==> config.mk <==
export PLATFORM = sky130hd
export DESIGN_NAME = eerd_master
export DESIGN_NICKNAME = d
export VERILOG_FILES = /design/src/rtl/eerd_pkg.sv /design/src/rtl/eerd_tick.sv /design/src/rtl/eerd_bitphy.sv /design/src/rtl/eerd_master.sv
export SDC_FILE = /design/constraint.sdc
export NUM_CORES = 1
export LEC_CHECK = 0
export BUFFER_PORTS_ARGS = -buffer_cell sky130_fd_sc_hd__buf_2
export CAP_MARGIN = 25
export CORE_ASPECT_RATIO = 1.5
export CORE_UTILIZATION = 29
export CTS_CLUSTER_SIZE = 16
export DETAILED_ROUTE_END_ITERATION = 10
export GPL_ROUTABILITY_DRIVEN = 1
export GPL_TIMING_DRIVEN = 0
export SYNTH_ARGS = -nofsm -noshare
export SYNTH_HDL_FRONTEND = slang
export SYNTH_SLANG_ARGS = --single-unit
==> constraint.sdc <==
create_clock -name clk -period 2.5 [get_ports clk]
set_clock_uncertainty 0.2 [all_clocks]
set_input_delay 0.5 -clock clk [delete_from_list [all_inputs] [get_ports clk]]
set_output_delay 0.5 -clock clk [all_outputs]
set_load 0.01 [all_outputs]
==> src/rtl/eerd_pkg.sv <==
package eerd_pkg;
  typedef enum logic [1:0] {BOP_START, BOP_STOP, BOP_WR, BOP_RD} bop_e;
  typedef enum logic [2:0] {
    SQ_IDLE, SQ_START, SQ_TX, SQ_RACK, SQ_RX, SQ_HOLD, SQ_MACK, SQ_STOP
  } sq_e;
  typedef enum logic [1:0] {BK_SELW, BK_ADDR, BK_SELR} bk_e;
endpackage

==> src/rtl/eerd_tick.sv <==
module eerd_tick #(
  parameter int DIV_W = 8
) (
  input  logic             clk,
  input  logic             rst_n,
  input  logic             clr_i,
  input  logic [DIV_W-1:0] div_i,
  output logic             tick_o
);
  logic [DIV_W-1:0] cnt_q;
  logic [DIV_W-1:0] cnt_d;

  always_comb begin
    if (clr_i || cnt_q == '0) cnt_d = div_i;
    else                      cnt_d = cnt_q - 1'b1;
  end

  always_ff @(posedge clk or negedge rst_n) begin
    if (!rst_n) cnt_q <= '0;
    else        cnt_q <= cnt_d;
  end

  assign tick_o = (cnt_q == '0) && !clr_i;
endmodule

==> src/rtl/eerd_bitphy.sv <==
module eerd_bitphy
  import eerd_pkg::*;
(
  input  logic clk,
  input  logic rst_n,
  input  logic tick_i,
  input  logic op_valid_i,
  input  bop_e op_i,
  input  logic op_bit_i,
  output logic clr_o,
  output logic op_done_o,
  output logic rx_bit_o,
  output bop_e op_o,
  output logic scl_low_o,
  output logic sda_low_o,
  input  logic sda_i
);
  logic       busy_q, busy_d;
  bop_e       op_q, op_d;
  logic       bit_q, bit_d;
  logic [1:0] ph_q, ph_d;
  logic       rx_q, rx_d;
  logic       scl_q, scl_d;
  logic       sda_q, sda_d;
  logic       accept;

  assign accept    = op_valid_i && !busy_q;
  assign clr_o     = accept;
  assign op_done_o = busy_q && tick_i && (ph_q == 2'd3);

  always_comb begin
    busy_d = busy_q;
    op_d   = op_q;
    bit_d  = bit_q;
    ph_d   = ph_q;
    rx_d   = rx_q;
    if (accept) begin
      busy_d = 1'b1;
      op_d   = op_i;
      bit_d  = op_bit_i;
      ph_d   = 2'd0;
    end else if (busy_q && tick_i) begin
      ph_d = ph_q + 2'd1;
      if (ph_q == 2'd3) busy_d = 1'b0;
      if (ph_q == 2'd2) rx_d = sda_i;
    end
  end

  // line levels (1 = released) per operation and quarter
  always_comb begin
    scl_d = scl_q;
    sda_d = sda_q;
    if (busy_q) begin
      unique case (op_q)
        BOP_START: begin
          scl_d = (ph_q == 2'd1) || (ph_q == 2'd2);
          sda_d = (ph_q == 2'd0) || (ph_q == 2'd1);
        end
        BOP_STOP: begin
          scl_d = (ph_q != 2'd0);
          sda_d = (ph_q == 2'd2) || (ph_q == 2'd3);
        end
        BOP_WR: begin
          scl_d = (ph_q == 2'd1) || (ph_q == 2'd2);
          sda_d = bit_q;
        end
        default: begin
          scl_d = (ph_q == 2'd1) || (ph_q == 2'd2);
          sda_d = 1'b1;
        end
      endcase
    end
  end

  always_ff @(posedge clk or negedge rst_n) begin
    if (!rst_n) begin
      busy_q <= 1'b0;
      op_q   <= BOP_STOP;
      bit_q  <= 1'b1;
      ph_q   <= 2'd0;
      rx_q   <= 1'b1;
      scl_q  <= 1'b1;
      sda_q  <= 1'b1;
    end else begin
      busy_q <= busy_d;
      op_q   <= op_d;
      bit_q  <= bit_d;
      ph_q   <= ph_d;
      rx_q   <= rx_d;
      scl_q  <= scl_d;
      sda_q  <= sda_d;
    end
  end

  assign rx_bit_o  = rx_q;
  assign op_o      = op_q;
  assign scl_low_o = !scl_q;
  assign sda_low_o = !sda_q;
endmodule

==> src/rtl/eerd_master.sv <==
module eerd_master
  import eerd_pkg::*;
#(
  parameter int DIV_W   = 8,
  parameter int LEN_W   = 6,
  parameter int RETRY_W = 6
) (
  input  logic               clk,
  input  logic               rst_n,
  input  logic [DIV_W-1:0]   div_i,
  input  logic [RETRY_W-1:0] poll_max_i,
  input  logic               cmd_valid_i,
  output logic               cmd_ready_o,
  input  logic [1:0]         cmd_mode_i,
  input  logic [6:0]         cmd_dev_i,
  input  logic [7:0]         cmd_addr_i,
  input  logic [LEN_W-1:0]   cmd_len_i,
  output logic               rd_valid_o,
  input  logic               rd_ready_i,
  output logic [7:0]         rd_data_o,
  output logic               done_o,
  output logic               err_o,
  output logic               tout_o,
  output logic               scl_low_o,
  output logic               sda_low_o,
  input  logic               sda_i
);
  localparam int BIT_W = 3;

  logic rst_meta_q, rst_q;
  always_ff @(posedge clk or negedge rst_n) begin
    if (!rst_n) begin
      rst_meta_q <= 1'b0;
      rst_q      <= 1'b0;
    end else begin
      rst_meta_q <= 1'b1;
      rst_q      <= rst_meta_q;
    end
  end

  logic tick, clr, op_valid, op_bit, op_done, rx_bit;
  bop_e op, phy_op;

  eerd_tick #(.DIV_W(DIV_W)) u_tick (
    .clk(clk), .rst_n(rst_q), .clr_i(clr), .div_i(div_i), .tick_o(tick)
  );

  eerd_bitphy u_phy (
    .clk(clk), .rst_n(rst_q), .tick_i(tick), .op_valid_i(op_valid),
    .op_i(op), .op_bit_i(op_bit), .clr_o(clr), .op_done_o(op_done),
    .rx_bit_o(rx_bit), .op_o(phy_op), .scl_low_o(scl_low_o),
    .sda_low_o(sda_low_o), .sda_i(sda_i)
  );

  sq_e                st_q, st_d;
  bk_e                kind_q, kind_d;
  logic               pend_q, pend_d;
  logic [7:0]         tx_q, tx_d;
  logic [7:0]         rxsh_q, rxsh_d;
  logic [BIT_W-1:0]   bcnt_q, bcnt_d;
  logic [LEN_W-1:0]   left_q, left_d;
  logic [RETRY_W-1:0] tries_q, tries_d;
  logic [6:0]         dev_q, dev_d;
  logic [7:0]         addr_q, addr_d;
  logic               poll_q, poll_d;
  logic               err_q, err_d;
  logic               tout_q, tout_d;
  logic               done_q, done_d;

  // bit operation requested from the line engine
  always_comb begin
    op     = BOP_RD;
    op_bit = 1'b1;
    unique case (st_q)
      SQ_START: op = BOP_START;
      SQ_STOP:  op = BOP_STOP;
      SQ_TX:    begin op = BOP_WR; op_bit = tx_q[7]; end
      SQ_MACK:  begin op = BOP_WR; op_bit = (left_q == '0); end
      default:  op = BOP_RD;
    endcase
    op_valid = !pend_q && (st_q != SQ_IDLE) && (st_q != SQ_HOLD);
  end

  always_comb begin
    st_d    = st_q;
    kind_d  = kind_q;
    tx_d    = tx_q;
    rxsh_d  = rxsh_q;
    bcnt_d  = bcnt_q;
    left_d  = left_q;
    tries_d = tries_q;
    dev_d   = dev_q;
    addr_d  = addr_q;
    poll_d  = poll_q;
    err_d   = err_q;
    tout_d  = tout_q;
    done_d  = 1'b0;
    pend_d  = pend_q;
    if (op_valid) pend_d = 1'b1;
    if (op_done)  pend_d = 1'b0;
    unique case (st_q)
      SQ_IDLE: if (cmd_valid_i) begin
        dev_d   = cmd_dev_i;
        addr_d  = cmd_addr_i;
        left_d  = cmd_len_i;
        poll_d  = cmd_mode_i[1];
        kind_d  = (cmd_mode_i == 2'd0) ? BK_SELR : BK_SELW;
        tries_d = '0;
        err_d   = 1'b0;
        tout_d  = 1'b0;
        st_d    = SQ_START;
      end
      SQ_START: if (op_done) begin
        tx_d   = {dev_q, (kind_q == BK_SELR)};
        bcnt_d = '1;
        st_d   = SQ_TX;
      end
      SQ_TX: if (op_done) begin
        tx_d = {tx_q[6:0], 1'b0};
        if (bcnt_q == '0) st_d = SQ_RACK;
        else              bcnt_d = bcnt_q - 1'b1;
      end
      SQ_RACK: if (op_done) begin
        if (!rx_bit) begin
          unique case (kind_q)
            BK_SELW: begin kind_d = BK_ADDR; tx_d = addr_q; bcnt_d = '1; st_d = SQ_TX; end
            BK_ADDR: begin kind_d = BK_SELR; st_d = SQ_START; end
            default: begin bcnt_d = '1; st_d = SQ_RX; end
          endcase
        end else if (kind_q == BK_SELW && poll_q) begin
          if (tries_q != poll_max_i) begin
            tries_d = tries_q + 1'b1;
            st_d    = SQ_START;
          end else begin
            tout_d = 1'b1;
            st_d   = SQ_STOP;
          end
        end else begin
          err_d = 1'b1;
          st_d  = SQ_STOP;
        end
      end
      SQ_RX: if (op_done) begin
        rxsh_d = {rxsh_q[6:0], rx_bit};
        if (bcnt_q == '0) st_d = SQ_HOLD;
        else              bcnt_d = bcnt_q - 1'b1;
      end
      SQ_HOLD: if (rd_ready_i) st_d = SQ_MACK;
      SQ_MACK: if (op_done) begin
        if (left_q == '0) st_d = SQ_STOP;
        else begin
          left_d = left_q - 1'b1;
          bcnt_d = '1;
          st_d   = SQ_RX;
        end
      end
      SQ_STOP: if (op_done) begin
        done_d = 1'b1;
        st_d   = SQ_IDLE;
      end
      default: st_d = SQ_IDLE;
    endcase
  end

  always_ff @(posedge clk or negedge rst_q) begin
    if (!rst_q) begin
      st_q    <= SQ_IDLE;
      kind_q  <= BK_SELW;
      pend_q  <= 1'b0;
      tx_q    <= '0;
      rxsh_q  <= '0;
      bcnt_q  <= '0;
      left_q  <= '0;
      tries_q <= '0;
      dev_q   <= '0;
      addr_q  <= '0;
      poll_q  <= 1'b0;
      err_q   <= 1'b0;
      tout_q  <= 1'b0;
      done_q  <= 1'b0;
    end else begin
      st_q    <= st_d;
      kind_q  <= kind_d;
      pend_q  <= pend_d;
      tx_q    <= tx_d;
      rxsh_q  <= rxsh_d;
      bcnt_q  <= bcnt_d;
      left_q  <= left_d;
      tries_q <= tries_d;
      dev_q   <= dev_d;
      addr_q  <= addr_d;
      poll_q  <= poll_d;
      err_q   <= err_d;
      tout_q  <= tout_d;
      done_q  <= done_d;
    end
  end

  assign cmd_ready_o = (st_q == SQ_IDLE);
  assign rd_valid_o  = (st_q == SQ_HOLD);
  assign rd_data_o   = rxsh_q;
  assign done_o      = done_q;
  assign err_o       = err_q;
  assign tout_o      = tout_q;
endmodule

==> flow_summary.ini <==
[logic_synthesis]
ys_warn_count = 0
ys_ff_latch = 75
synth_sequential_area_ratio_pct = 48.77
ys_types = 53
syn_area_per_cell_um2 = 9.064
synth_top_area_share_pct = 45.37
async_reset_ff_share_pct = 100.0
syn-num-nets = 478
synthTopCellsByArea = dfrtp_1, nand2_1, o21ai_0
syn_area_um2 = 3861
ys.flop_type = dfrtp_1
yosysTopAreaCell = dfrtp_1
syn_inst = 426
synth_edf_count = 0

[cts]
clk_path_buf_depth = 2
cts_buffers = 9
clockRootBuffer = clkbuf_16
clkLatencyLatePin_ns = 0.34
cts_sinks = 75
cts_tree = built
path_clk_slew_ns = 0.06
h-tree-depth = 3

[finish]
final_common_cell = nand2_1
antenna_cells = 0
final_cell_mix = nand2_1, dfrtp_1, buf_2, nor2_1, o21ai_0
final_cells = 660
drive_above_1_share_pct = 23.15
final_nets = 548
syn_to_final_growth_pct = 22.75

[detailed_routing]
drt_pass1_iterations = 4
routed_via_density = 4.927
detail-route-antenna-nets = 0
drt_iter0_drc = 150
wl_per_cell_um = 13.88
wirelength_mm = 9.158
vias = 3252
post-route-drc-count = 0

[die]
die_area_um2 = 13790
die_w_um = 96.22
io_pins = 57
die_y_um = 143.3
std_cell_rows = 51
core_um2 = 12950
initial_core_util_pct = 29.81

[global_routing]
use_met1_pct = 16.14
grt_pass1_vias = 3295
grt_usage_pct = 14.33
antenna_found_initial = 0
grt_max_degree = 40
grt_util_met2_pct = 25.05
busiest_layer = met2
met3_usage_pct = 3.122
grt-ovfl-total = 0
grt_pass1_wl_mm = 15.12

[sta]
worstMarginPinSlew_ns = 0.6131
rsz0062_at_grt = false
setup_viol = 0
maxSlewViolCount = 0
fin_crit_sh_pct = 95.58
fin_tns_setup_ns = 0
hold_viol = 0
max_freq_mhz = 418.5
max_slew_margin_pct = 58.68
fin_crit_ns = 2.389

[power]
p_leak_nw = 2.183
vdd_ir_drop_max_uv = 346.4
power_density_nw_per_um2 = 556.8

[setup_path]
reg2reg_slack_ns = 0.11
arrival_ns = 2.41
cp-start-kind = register
end_kind = register
cpPeakStageDelay_ns = 0.50
critPathKind = reg -> reg
path_max_fanout = 4
crit_slowest_cell = or4b_4
cp_cell_sequence = inv_1 > ha_1 > or4b_4 > nor3_1 > a211oi_1 > o211ai_1 > buf_4 > mux2_2
crit_family = simple AND/OR/NAND/NOR gates
critPathRequiredTime_ns = 2.52
worst-path-buf-inv = 2

[placed_design]
place_congestion = 0.8762
dp_hpwl_mm = 6.803
port_buffers = 56
dp.cells = 642

[min_path]
hold_path.class = reg -> async

[job]
cap_violations = 0

[status]
status = finished, final reports clean
final timing paths:
check | start | depth (start not counted) | end
max | left_q[0]$_DFFE_PN0P_ | 8 | bcnt_q[2]$_DFFE_PN0P_
min | rst_q$_DFF_PN0_ | 0 | tout_o$_DFFE_PN0P_
min in group clk | rst_meta_q$_DFF_PN0_ | 0 | rst_q$_DFF_PN0_
max in group asynchronous | rst_q$_DFF_PN0_ | 1 | u_phy.op_o[0]$_DFFE_PN1P_
max reg2reg | left_q[0]$_DFFE_PN0P_ | 8 | bcnt_q[2]$_DFFE_PN0P_
min reg2reg | rst_q$_DFF_PN0_ | 0 | tout_o$_DFFE_PN0P_
layer usage:
metal	vias to the layer above	share of wire [%]	wire length, um
li1	1609	-	-
met1	1548	40	3663
met2	74	54	4942
met3	21	3.5	323
met4	0	2.5	229
met5	-	0	0
worst register-to-register path: stages (launching register included):
cell and delay (ns):
dfrtp_1 0.37, inv_1 0.10, ha_1 0.21, or4b_4 0.50, nor3_1 0.15, a211oi_1 0.06
o211ai_1 0.19, buf_4 0.16, mux2_2 0.33
registers in the layout, summed over array words and instances, names as in the netlist, 2 cells and up:
name / flops
addr_q: 8
bcnt_q: 3
dev_q: 7
kind_q: 2
left_q: 6
rd_data_o: 8
st_q: 3
tries_q: 6
tx_q: 8
u_phy.op_o: 2
u_phy.ph_q: 2
u_tick.cnt_q: 8
where the power goes:
group	leakage, nW	switching, mW	internal [mW]	total (mW)
Combinational	1.08	0.0303	0.0333	0.0636
Clock	0.152	0.512	0.830	1.34
Sequential	0.948	0.0140	1.22	1.23
cell usage after synthesis (3+ instances only):
master	instances
nand2_1	93
dfrtp_1	70
nor2_1	36
o21ai_0	30
a21oi_1	22
inv_1	17
clkbuf_1	13
mux2i_1	12
mux2_2	11
nand3_1	11
ha_1	10
nor3_1	10
xor2_1	9
o21ai_1	7
buf_2	5
dfstp_2	5
or4_1	5
xnor2_1	5
a31oi_1	4
o211ai_1	4
a211oi_1	3
nand2b_1	3
nor3b_1	3
o31ai_1	3
layout make-up:
class | instances | area, um^2
fill | 1342 | 8214
sequential | 75 | 1887
timing repair buffer | 61 | 332.8
multi-input combinational | 314 | 1858
inverter | 17 | 63.81
buffer | 18 | 86.33
tap | 159 | 198.9
clock inverter | 5 | 60.06
clock buffer | 11 | 252.7
per-stage QoR:
stage               setup slack [ns]  instance area (um^2)  power (mW)  util [%]  hold slack [ns]
global placement             -0.8269                  4340       1.314     33.51          0.08594
global route                0.006534                  4740       2.731     36.59           0.1334
finish                        0.1106                  4740       2.639     36.59          0.09004
CTS                         0.001748                  4700       2.673     36.28           0.1168
detailed placement           -0.1044                  4364       1.320     33.69          0.08639
floorplan                    0.06540                  3861       1.270         -         0.004409
cell families after synthesis:
logic type      synth area share, %
other cells                 0.09712
xor+xnor                      3.176
buf+inv                       3.953
mux                           6.319
fa+ha+maj                     3.240
simple gates                  21.29
flops                         48.77
compound gates                13.16
repair_timing:
action | CTS | global route
endpoints found under the hold margin | 2 | 0
hold buffers | 1 | 0
gates cloned | 0 | 0
pin swaps | 0 | 1
endpoints found under the setup margin | 13 | 26
gates resized for setup | 5 | 8
setup buffers | 0 | 3
Note: power is estimated with default switching activity, not from simulation.
